### src/rtl/rxf_pkg.sv
package rxf_pkg;
   localparam int ADDR_W  = 48;
   localparam int TABLE_W = 64;
   localparam int IDX_W   = 6;
   localparam logic [31:0] CRC_POLY = 32'h04C1_1DB7;

   typedef struct packed {
      logic promisc;
      logic bcast_block;
      logic mcast_pass_all;
      logic ucast_hash_only;
      logic mcast_use_hash;
      logic inverse;
      logic receive_all;
   } filt_mode_t;
endpackage

### src/rtl/rxf_crc_index.sv
module rxf_crc_index
   import rxf_pkg::*;
#(
   parameter int DATA_W = ADDR_W,
   parameter int OUT_W  = IDX_W
) (
   input  logic [DATA_W-1:0] data,
   output logic [OUT_W-1:0]  index
);
   if (OUT_W < 1 || OUT_W > 32) begin : g_bad_w
      $error("rxf_crc_index: OUT_W out of range");
   end

   // one shift stage per input bit, LSB of data first
   logic [31:0] stage [0:DATA_W];
   assign stage[0] = 32'hFFFF_FFFF;

   for (genvar i = 0; i < DATA_W; i++) begin : g_bit
      logic fb;
      assign fb = stage[i][31] ^ data[i];
      assign stage[i+1] = {stage[i][30:0], 1'b0} ^ (fb ? CRC_POLY : 32'h0);
   end

   assign index = stage[DATA_W][31 -: OUT_W];
endmodule

### src/rtl/rxf_decide.sv
module rxf_decide
   import rxf_pkg::*;
#(
   parameter int TBL_W = TABLE_W,
   parameter int IW    = IDX_W
) (
   input  logic [ADDR_W-1:0] addr,
   input  logic [ADDR_W-1:0] station,
   input  logic [TBL_W-1:0]  table_bits,
   input  logic [IW-1:0]     index,
   input  filt_mode_t        mode,
   output logic              pass
);
   if (TBL_W != (1 << IW)) begin : g_bad_tbl
      $error("rxf_decide: table width must be 2**index width");
   end

   logic is_bcast, is_mcast, exact_hit, use_exact, hash_hit, verdict;

   assign is_bcast  = &addr;
   assign is_mcast  = addr[0];
   assign exact_hit = (addr == station);
   assign use_exact = is_mcast ? !mode.mcast_use_hash : !mode.ucast_hash_only;
   assign hash_hit  = table_bits[index];

   always_comb begin
      if (mode.promisc)                          verdict = 1'b1;
      else if (is_bcast)                         verdict = !mode.bcast_block;
      else if (is_mcast && mode.mcast_pass_all)  verdict = 1'b1;
      else if (use_exact)                        verdict = exact_hit ^ mode.inverse;
      else                                       verdict = hash_hit;
   end

   assign pass = verdict | mode.receive_all;
endmodule

### src/rtl/rx_addr_filter.sv
module rx_addr_filter
   import rxf_pkg::*;
#(
   parameter int LEN_W   = 16,
   parameter int MIN_LEN = 14,
   parameter int MAX_LEN = 2048
) (
   input  logic              clk,
   input  logic              rst_n,
   input  logic              start,
   input  logic [47:0]       dest_addr,
   input  logic [LEN_W-1:0]  frame_len,
   input  logic              rx_enable,
   input  logic              promisc,
   input  logic              bcast_block,
   input  logic              mcast_pass_all,
   input  logic              ucast_hash_only,
   input  logic              mcast_use_hash,
   input  logic              inverse,
   input  logic              receive_all,
   input  logic              sta_load,
   input  logic [47:0]       sta_addr_in,
   input  logic              hash_load,
   input  logic [63:0]       hash_in,
   output logic              done,
   output logic              accept
);
   localparam logic [LEN_W:0] LEN_LO = (LEN_W+1)'(MIN_LEN);
   localparam logic [LEN_W:0] LEN_HI = (LEN_W+1)'(MAX_LEN);

   if (MIN_LEN < 1 || MIN_LEN >= MAX_LEN) begin : g_bad_len
      $error("rx_addr_filter: MIN_LEN must be below MAX_LEN");
   end
   if (MAX_LEN > (1 << LEN_W)) begin : g_bad_lenw
      $error("rx_addr_filter: LEN_W too narrow for MAX_LEN");
   end

   logic [ADDR_W-1:0]  sta_q;
   logic [TABLE_W-1:0] hash_q;
   logic [IDX_W-1:0]   hidx;
   logic               filt_pass, len_ok;
   filt_mode_t         mode;

   assign mode = '{promisc: promisc, bcast_block: bcast_block,
                   mcast_pass_all: mcast_pass_all, ucast_hash_only: ucast_hash_only,
                   mcast_use_hash: mcast_use_hash, inverse: inverse,
                   receive_all: receive_all};

   assign len_ok = ({1'b0, frame_len} >= LEN_LO) && ({1'b0, frame_len} < LEN_HI);

   rxf_crc_index #(.DATA_W(ADDR_W), .OUT_W(IDX_W)) u_crc (
      .data  (dest_addr),
      .index (hidx)
   );

   rxf_decide #(.TBL_W(TABLE_W), .IW(IDX_W)) u_dec (
      .addr       (dest_addr),
      .station    (sta_q),
      .table_bits (hash_q),
      .index      (hidx),
      .mode       (mode),
      .pass       (filt_pass)
   );

   always_ff @(posedge clk or negedge rst_n) begin
      if (!rst_n) begin
         sta_q  <= '0;
         hash_q <= '0;
      end else begin
         if (sta_load)  sta_q  <= sta_addr_in;
         if (hash_load) hash_q <= hash_in;
      end
   end

   always_ff @(posedge clk or negedge rst_n) begin
      if (!rst_n) begin
         done   <= 1'b0;
         accept <= 1'b0;
      end else begin
         done   <= start;
         accept <= start && rx_enable && len_ok && filt_pass;
      end
   end

   AST_DONE_AFTER_START: assert property (@(posedge clk) disable iff (!rst_n)
      start |=> done) else $error("done missing");
   AST_DONE_ONLY_AFTER_START: assert property (@(posedge clk) disable iff (!rst_n)
      !start |=> !done) else $error("stray done");
   AST_ACCEPT_NEEDS_DONE: assert property (@(posedge clk) disable iff (!rst_n)
      !done |-> !accept) else $error("accept without done");
   AST_DISABLED_REJECT: assert property (@(posedge clk) disable iff (!rst_n)
      (start && !rx_enable) |=> !accept) else $error("accept while off");
   AST_PROMISC_ACCEPT: assert property (@(posedge clk) disable iff (!rst_n)
      (start && rx_enable && promisc && frame_len >= LEN_W'(MIN_LEN)
       && frame_len < LEN_W'(MAX_LEN - 1) + LEN_W'(1) && frame_len <= LEN_W'(MAX_LEN - 1))
      |=> accept) else $error("promisc reject");
   AST_RXALL_ACCEPT: assert property (@(posedge clk) disable iff (!rst_n)
      (start && rx_enable && receive_all && frame_len >= LEN_W'(MIN_LEN)
       && frame_len <= LEN_W'(MAX_LEN - 1))
      |=> accept) else $error("receive-all reject");
endmodule

### config.mk
export PLATFORM = sky130hd
export DESIGN_NAME = rx_addr_filter
export DESIGN_NICKNAME = d
export VERILOG_FILES = /design/src/rtl/rxf_pkg.sv /design/src/rtl/rxf_crc_index.sv /design/src/rtl/rxf_decide.sv /design/src/rtl/rx_addr_filter.sv
export SDC_FILE = /design/constraint.sdc
export NUM_CORES = 1
export LEC_CHECK = 0
export ABC_CLOCK_PERIOD_IN_PS = 3300
export BUFFER_PORTS_ARGS = -buffer_cell sky130_fd_sc_hd__buf_2
export CAP_MARGIN = 10
export CORE_AREA = 2 2 120 122
export DETAILED_ROUTE_END_ITERATION = 10
export DIE_AREA = 0 0 122 124
export GPL_TIMING_DRIVEN = 0
export PLACE_DENSITY = 0.87
export SYNTH_ARGS = -nofsm -noshare
export SYNTH_HDL_FRONTEND = slang
export SYNTH_HIERARCHICAL = 1
export SYNTH_SLANG_ARGS = --single-unit
### constraint.sdc
create_clock -name clk -period 3.3 [get_ports clk]
set_input_delay 0.66 -clock clk [delete_from_list [all_inputs] [get_ports clk]]
set_output_delay 0.66 -clock clk [all_outputs]
set_load 0.01 [all_outputs]
==> reports/summary.txt, run 1 <==
outcome -> finished, violations left
failing checks -> setup timing
die height -> 124 um
Synth area leaders -> dfrtp_1 36%, mux2_2 13%, xnor3_1 9.5%
Die W -> 122 um
Period minus WS final -> 4861 ps
CTS max path bufs -> 2
placed cells -> 914
most common cell after layout, fill and taps aside -> buf_2
initial antenna violation count -> 1
Cells after Synth -> 546
Yosys reg bits -> 114
first-pass GRT wire length -> 36.42 mm
drt first-iter violations -> 694
crit path DAT -> 5140 ps
crit path kind -> primary input to register
Congestion Overflow GR -> 0
ys async rst share -> 100.0%
cells along the critical path -> buf_2 > buf_8 > xor2_4 > xnor3_1 > xnor2_2 > xor2_2 > xnor3_1 > xnor3_1 > xor2_1 > buf_6 > buf_12 > mux4_2 > mux2i_2 > mux2i_1 > o211ai_1 > nand4_1 > a311o_1 > nor4bb_4 > nand2_1 > a31oi_1
cell taking the most area after synthesis -> dfrtp_1
IO Count -> 191
period utilisation layout -> 147.3%
Rows -> 43
Via density -> 6.178
most frequent cells in the layout -> 179 x buf_2, 114 x dfrtp_1, 92 x mux2_2, 71 x xor2_1, 60 x buf_4
worst-margin pin slew -> 943.1 ps
vias in the first global route -> 6,393
top_reg_cell synth -> dfrtp_1
GP Congestion -> 0.9376
Sum Neg Setup Slack -> -1561 ps
CP max FO -> 8
area of the mapped netlist -> 7817 um2
crit path capture type -> register
Crit path max-delay family -> XOR/XNOR gates
Finished Layout Cells -> 1,005
final hold vios -> 0
CP dominant cell by count -> xnor3_1
Max Slew Vio Count -> 0
setup ws final -> -1561 ps
die area -> 15,130 um2
slew margin rel. -> 36.55%
Synth warnings -> 6
max incr delay on CP -> 510 ps
core area -> 13,720 um2
WL/cell -> 26.59 um
hold_buf cts -> 0
CTS root buffer -> clkbuf_16
f_max -> 205.7 MHz
worst hold path class -> primary input to async pin
clk_lat worst skew -> 440 ps
final net count -> 1,001
Synthesized Nets -> 735
RSZ-0062 raised after global routing -> true
number of flops mapped to enable cells by yosys -> 0
WL final -> 26.73 mm
H-tree levels -> 4
Unique masters post-synth -> 37
layout cell share with drive strength beyond 1 -> 59.47%
Place WS -> -2116 ps
gr usage total -> 33.61%
Final Skew -> 24.12 ps
post-synth top area share -> 36.49%
Setup-failing EPs final -> 1
nature of the critical path startpoint -> primary input
# DRC -> 0
detailed placement HPWL -> 16.06 mm
Starting Density -> 56.98%
sequential share of the synthesized area -> 36.49%
DRT Pass-1 Iters -> 6
clk sinks -> 114
via count -> 6,209
TritonCTS Buffers -> 17
CP Buf/Inv Count -> 4
slowest cell on the critical path -> mux4_2
CTS tree -> yes
Area Growth Syn to Fin -> 36.88%
DRT antenna net count -> 0
Avg Inst Size Synth -> 14.32 um2
Max-Cap Viols -> 0
Port-buffer cells -> 187
largest net degree at the start of global routing -> 77
CTS clk-pin slew, worst paths -> 60 ps
WP data required -> 3580 ps
-- path summary, 6_finish.rpt --
kind,start,endpoint,slack (ps),cells past startpoint
setup reg to reg,sta_q[7],accept,70,9
min in group clk,start,done,380,1
setup / recovery,dest_addr[2],accept,-1560,20
hold / removal,rst_n,sta_q[43],220,1
max in group asynchronous,rst_n,done,2320,2
hold reg to reg,hash_q[33],hash_q[33],490,1
-- worst register-to-register path, stage by stage, from the launching register on --
cell and delay [ps]:
dfrtp_1 430, xor2_1 220, nor4_1 740, nand4_1 270, nor3_1 540, mux2i_1 250
a311o_1 220, nor4bb_4 230, nand2_1 80, a31oi_1 160
-- cell type report --
class                   count  area, um2
diodes                      1      2.502
plain buffers              23      274.0
clock buffers              17      425.4
clock inverters            14      158.9
fillers                   693       3019
inverters                   3      11.26
multi-input cells         403       5181
flip-flops and latches    114       2853
well taps                 180      225.2
repair buffers            250       1569
-- flip-flops by register name (all words and copies together) (netlist names) --
register and cells:
hash_q 64, sta_q 48, accept 1, done 1
-- repair_timing --
action | in CTS | in global routing
pin swaps | 43 | 24
buffers inserted | 35 | 25
cloned | 0 | 2
endpoints found under the setup margin | 1 | 1
resized for setup | 59 | 41
hold endpoints to repair | 0 | 0
-- synthesized netlist by cell type, types with 2 or more instances --
| library cell | number |
|---|---|
| mux4_2 | 11 |
| xnor2_1 | 75 |
| xor2_2 | 2 |
| o211a_1 | 2 |
| mux2i_1 | 10 |
| nand4_1 | 17 |
| xor3_1 | 2 |
| dfrtp_1 | 114 |
| xor2_1 | 82 |
| mux2_4 | 20 |
| buf_6 | 12 |
| mux4_1 | 5 |
| nor4_1 | 16 |
| buf_8 | 2 |
| o211ai_1 | 3 |
| buf_2 | 7 |
| xnor3_1 | 33 |
| xor3_2 | 2 |
| nand3_1 | 3 |
| xnor2_4 | 2 |
| xnor2_2 | 7 |
| a31oi_1 | 3 |
| nor3_1 | 2 |
| xnor3_2 | 5 |
| mux2_2 | 92 |
| nand2_1 | 2 |
| buf_4 | 3 |
| inv_1 | 3 |
-- through the flow --
stage | util, % | hold slack [ps] | cell area [um2]
after detailed placement | 66.15 | 487.3 | 9075
after global placement | 65.93 | 481.0 | 9045
final | 77.99 | 219.9 | 10700
after CTS | 75.02 | 231.1 | 10290
after global routing | 77.98 | 251.0 | 10700
after floorplan | - | 364.4 | 7884
-- logic make-up (layout without fill, tap and decap cells) --
| logic type | after synthesis | in the layout | synth area share (%) |
|---|---|---|---|
| buffers and inverters | 29 | 307 | 3.313 |
| DFF | 114 | 114 | 36.49 |
| AOI/OAI and AO/OA | 10 | 10 | 0.9924 |
| xor gates and xnor gates | 210 | 210 | 32.44 |
| muxes | 138 | 138 | 23.22 |
| and+or+nand+nor | 45 | 45 | 3.537 |
| other | 0 | 1 | 0 |
-- metal layers --
metal / global-route usage [%] / share of wire, % / vias to the layer above / routed length (um)
met1: 39.50 / 35 / 3036 / 9305
met5: 0 / 0 / - / 0
met3: 8.196 / 9.9 / 185 / 2658
li1: - / - / 2493 / -
met2: 55.06 / 47 / 495 / 12690
met4: 22.49 / 7.7 / 0 / 2071
Power of run 1 is not shown: default switching activity piles up to over one toggle a cycle in this logic, so the estimate is an artifact.
==> run 2, diff against run 1 <==
ABC_CLOCK_PERIOD_IN_PS = 5800   (was 3300)
CORE_AREA = 2 2 129 131   (was 2 2 120 122)
DIE_AREA = 0 0 131 133   (was 0 0 122 124)
PLACE_DENSITY = 0.77   (was 0.87)
clock period = 5.8 ns   (was 3.3 ns; I/O delays follow)
==> reports/summary.txt, run 2 (synthesis gave the netlist of run 1 again) <==
outcome -> finished, final reports clean
dpl cell area -> 9059 um2
worst-margin pin slew -> 585.8 ps
clk_lat worst skew -> 410 ps
crit path DAT -> 5920 ps
layout cell share with drive strength beyond 1 -> 51.44%
highest metal used -> met4
WL final -> 20.62 mm
CP max FO -> 10
Top reg by flops -> hash_q
Final Skew -> 6.573 ps
register area -> 2853 um2
max incr delay on CP -> 510 ps
GP Congestion -> 0.9156
gr usage total -> 24.95%
initial antenna violation count -> 2
most frequent cells in the layout -> 190 x buf_2, 114 x dfrtp_1, 92 x mux2_2, 79 x xor2_1, 73 x xnor2_1
DR WL met2 -> 10.51 mm
Setup-failing EPs final -> 0
TritonCTS Buffers -> 17
die height -> 133 um
multi-input combinational cell area -> 4760 um2
top flop regs -> hash_q x64, sta_q x48
Crit path max-delay family -> XOR/XNOR gates
met3 wire length -> 1.239 mm
setup ws final -> 170.7 ps
cells along the critical path -> buf_2 > buf_2 > xor3_2 > xnor3_1 > xor2_1 > xnor3_1 > xnor3_1 > xnor3_1 > xor2_2 > buf_6 > buf_12 > mux4_2 > mux2i_1 > mux2i_1 > o211ai_1 > nand4_1 > a311o_1 > nor4bb_1 > nand2_1 > a31oi_1
nature of the critical path startpoint -> primary input
Starting Density -> 48.34%
crit path kind -> primary input to register
CTS tree -> yes
Area Growth Syn to Fin -> 24.26%
CTS clk-pin slew, worst paths -> 60 ps
via count -> 5,310
Congestion Overflow GR -> 0
Max-Cap Viols -> 0
CTS max path bufs -> 2
worst hold path class -> register to register
final net count -> 942
largest net degree at the start of global routing -> 76
core area -> 16,170 um2
detailed placement HPWL -> 16.40 mm
DRT Pass-1 Iters -> 6
CP Buf/Inv Count -> 4
die area -> 17,420 um2
clk sinks -> 114
vias in the first global route -> 5,971
layout filler cell count -> 1,252
slowest cell on the critical path -> xor3_2
Port-buffer cells -> 187
period utilisation layout -> 97.06%
WL/cell -> 20.87 um
final hold vios -> 0
Final Cell Area -> 9714 um2
CTS root buffer -> clkbuf_16
Via density -> 5.374
placed cells -> 954
Place WS -> -440.0 ps
first-pass GRT wire length -> 32.17 mm
Finished Layout Cells -> 988
DRT antenna net count -> 0
WP data required -> 6090 ps
Period minus WS final -> 5629 ps
slew margin rel. -> 60.59%
Setup Buffers After CTS -> 0
# DRC -> 0
IO Count -> 191
Die W -> 131 um
max FFs per register -> 64
f_max -> 177.6 MHz
H-tree levels -> 4
crit path capture type -> register
drt first-iter violations -> 342
Rows -> 47
Sum Neg Setup Slack -> 0 ps
CP dominant cell by count -> xnor3_1
Max Slew Vio Count -> 0
DRT met1 WL -> 8.106 mm
most common cell after layout, fill and taps aside -> buf_2
run 2: routing by layer:
metal | vias to the layer above | GRT usage, %
met5 | - | 0
met4 | 0 | 12.83
met3 | 59 | 5.135
met2 | 226 | 40.59
met1 | 2650 | 31.29
li1 | 2375 | -
run 2: layout make-up:
class	instances	area share, %
antenna	2	0.05152
buffer	26	2.628
clock buffer	17	4.379
clock inverter	15	1.687
inverter	3	0.1159
multi-input combinational	403	49.00
sequential	114	29.37
tap	220	2.834
timing repair buffer	188	9.943
run 2: through the flow:
step | hold WS, ps | utilization, %
floorplan | 471.8 | -
global route | 518.2 | 60.07
CTS | 504.1 | 59.66
finish | 504.0 | 60.07
global placement | 481.5 | 55.83
detailed placement | 490.2 | 56.02
run 2: final timing paths:
path	startpoint	end	slack [ps]	depth (start not counted)
worst max-delay path	dest_addr[4]	accept	170	20
worst min register to register	hash_q[25]	hash_q[25]	500	1
max in group asynchronous	rst_n	hash_q[17]	4300	2
worst max register to register	sta_q[41]	accept	2750	9
worst min-delay path	hash_q[25]	hash_q[25]	500	1
min in group asynchronous	rst_n	sta_q[44]	730	1
run 2: what timing repair did:
action,in CTS,in global routing
setup endpoints to repair,0,1
resized for setup,0,11
hold buffers,0,0
Power of run 2 is left out for the same reason.
==> run 3, diff against run 2 <==
CELL_PAD_IN_SITES_DETAIL_PLACEMENT = 0   (was not set)
CELL_PAD_IN_SITES_GLOBAL_PLACEMENT = 1   (was not set)
CORE_AREA = 2 2 131 133   (was 2 2 129 131)
DIE_AREA = 0 0 133 135   (was 0 0 131 133)
PLACE_DENSITY = 0.89   (was 0.77)
==> reports/summary.txt, run 3 (synthesis gave the netlist of run 1 again) <==
WL/cell -> 21.80 um
most common cell after layout, fill and taps aside -> buf_2
crit path capture type -> register
Max Slew Vio Count -> 0
clk sinks -> 114
vias in the first global route -> 5,939
Final Skew -> 10.10 ps
DRT Pass-1 Iters -> 5
# DRC -> 0
final net count -> 943
Area Growth Syn to Fin -> 25.62%
worst-margin pin slew -> 688.0 ps
max incr delay on CP -> 510 ps
Place WS -> -596.0 ps
layout cell share with drive strength beyond 1 -> 52.93%
Die W -> 133 um
final hold vios -> 0
worst hold path class -> register to register
first-pass GRT wire length -> 33.22 mm
Top reg by flops -> hash_q
Rows -> 47
largest net degree at the start of global routing -> 78
Port-buffer cells -> 187
TritonCTS Buffers -> 17
Starting Density -> 47.65%
Congestion Overflow GR -> 0
WP data required -> 6090 ps
Crit path max-delay family -> XOR/XNOR gates
cells along the critical path -> clkbuf_4 > buf_4 > xor3_2 > xnor2_1 > xnor2_2 > xnor3_1 > xnor3_1 > xnor3_1 > xnor2_1 > buf_4 > mux4_2 > mux2i_1 > nand3_1 > o211ai_1 > nand4_1 > a311o_1 > nor4bb_1 > nand2_1 > a31oi_1
setup ws final -> 131.2 ps
initial antenna violation count -> 0
H-tree levels -> 4
max FFs per register -> 64
drt first-iter violations -> 320
die height -> 135 um
DRT antenna net count -> 0
CTS root buffer -> clkbuf_16
nature of the critical path startpoint -> primary input
CP dominant cell by count -> xnor3_1
CP max FO -> 10
Max-Cap Viols -> 0
layout filler cell count -> 1,269
die area -> 17,960 um2
CP Buf/Inv Count -> 3
CTS clk-pin slew, worst paths -> 60 ps
period utilisation layout -> 97.74%
slew margin rel. -> 53.71%
GP Congestion -> 0.8967
top flop regs -> hash_q x64, sta_q x48
core area -> 16,410 um2
hold_buf cts -> 0
Period minus WS final -> 5669 ps
crit path DAT -> 5960 ps
gr usage total -> 24.73%
IO Count -> 191
clk_lat worst skew -> 420 ps
f_max -> 176.4 MHz
outcome -> finished, final reports clean
most frequent cells in the layout -> 186 x buf_2, 114 x dfrtp_1, 92 x mux2_2, 76 x xor2_1, 68 x xnor2_1
ANT cells -> 0
slowest cell on the critical path -> xnor3_1
detailed placement HPWL -> 16.73 mm
CTS tree -> yes
Via density -> 5.428
via count -> 5,357
WL final -> 21.52 mm
CTS max path bufs -> 2
Setup-failing EPs final -> 0
crit path kind -> primary input to register
-- run 3: what timing repair did --
action | CTS | global route
endpoints found under the setup margin | 1 | 1
pin swaps | 0 | 3
setup buffers | 0 | 3
gates resized for setup | 6 | 22
-- run 3: area by class of cell --
class	instances	area, um2	share of cell area, %
Clock buffer	18	429.2	4.370
Sequential cell	114	2853	29.05
Multi-Input combinational cell	403	4847	49.36
Timing Repair Buffer	191	993.5	10.12
Inverter	3	11.26	0.1147
Buffer	24	249.0	2.535
Clock inverter	14	162.7	1.656
Tap cell	220	275.3	2.803
-- run 3: path summary, 6_finish.rpt --
| kind | to | startpoint | depth (start not counted) | slack (ps) |
|---|---|---|---|---|
| max | accept | dest_addr[0] | 19 | 130 |
| min | hash_q[37] | hash_q[37] | 1 | 500 |
| max reg2reg | accept | sta_q[41] | 9 | 2640 |
| min reg2reg | hash_q[37] | hash_q[37] | 1 | 500 |
| max in group asynchronous | hash_q[26] | rst_n | 2 | 4310 |
| min in group asynchronous | sta_q[34] | rst_n | 1 | 730 |
-- run 3: metrics by stage --
step	setup TNS, ps	utilization, %	cells	hold slack, ps	area (um2)
4_1_cts	0	59.03	986	502.4	9686
2_1_floorplan	0	-	546	471.8	7818
5_1_grt	-19.15	59.86	987	518.9	9821
3_3_place_gp	-484.5	55.03	953	481.3	9029
3_5_place_dp	-596.0	55.21	954	489.7	9059
6_report	0	59.86	987	500.1	9821
-- run 3: layer usage --
metal  part of all wire, %  track usage [%]  up-vias
met1                    40            30.96     2691
met3                   6.6            4.655       45
li1                      -                -     2377
met4                   2.4            8.961        0
met2                    51            43.01      244
met5                     0                0        -
-- run 3: worst register-to-register path, stage by stage, from the launching register on --
cell	delay, ps
dfrtp_1	390
xor2_1	180
nor4_1	630
nand4_1	260
nor3_1	560
mux2i_1	290
a311o_1	260
nor4bb_1	280
nand2_1	80
a31oi_1	150
Power of run 3 is left out for the same reason.
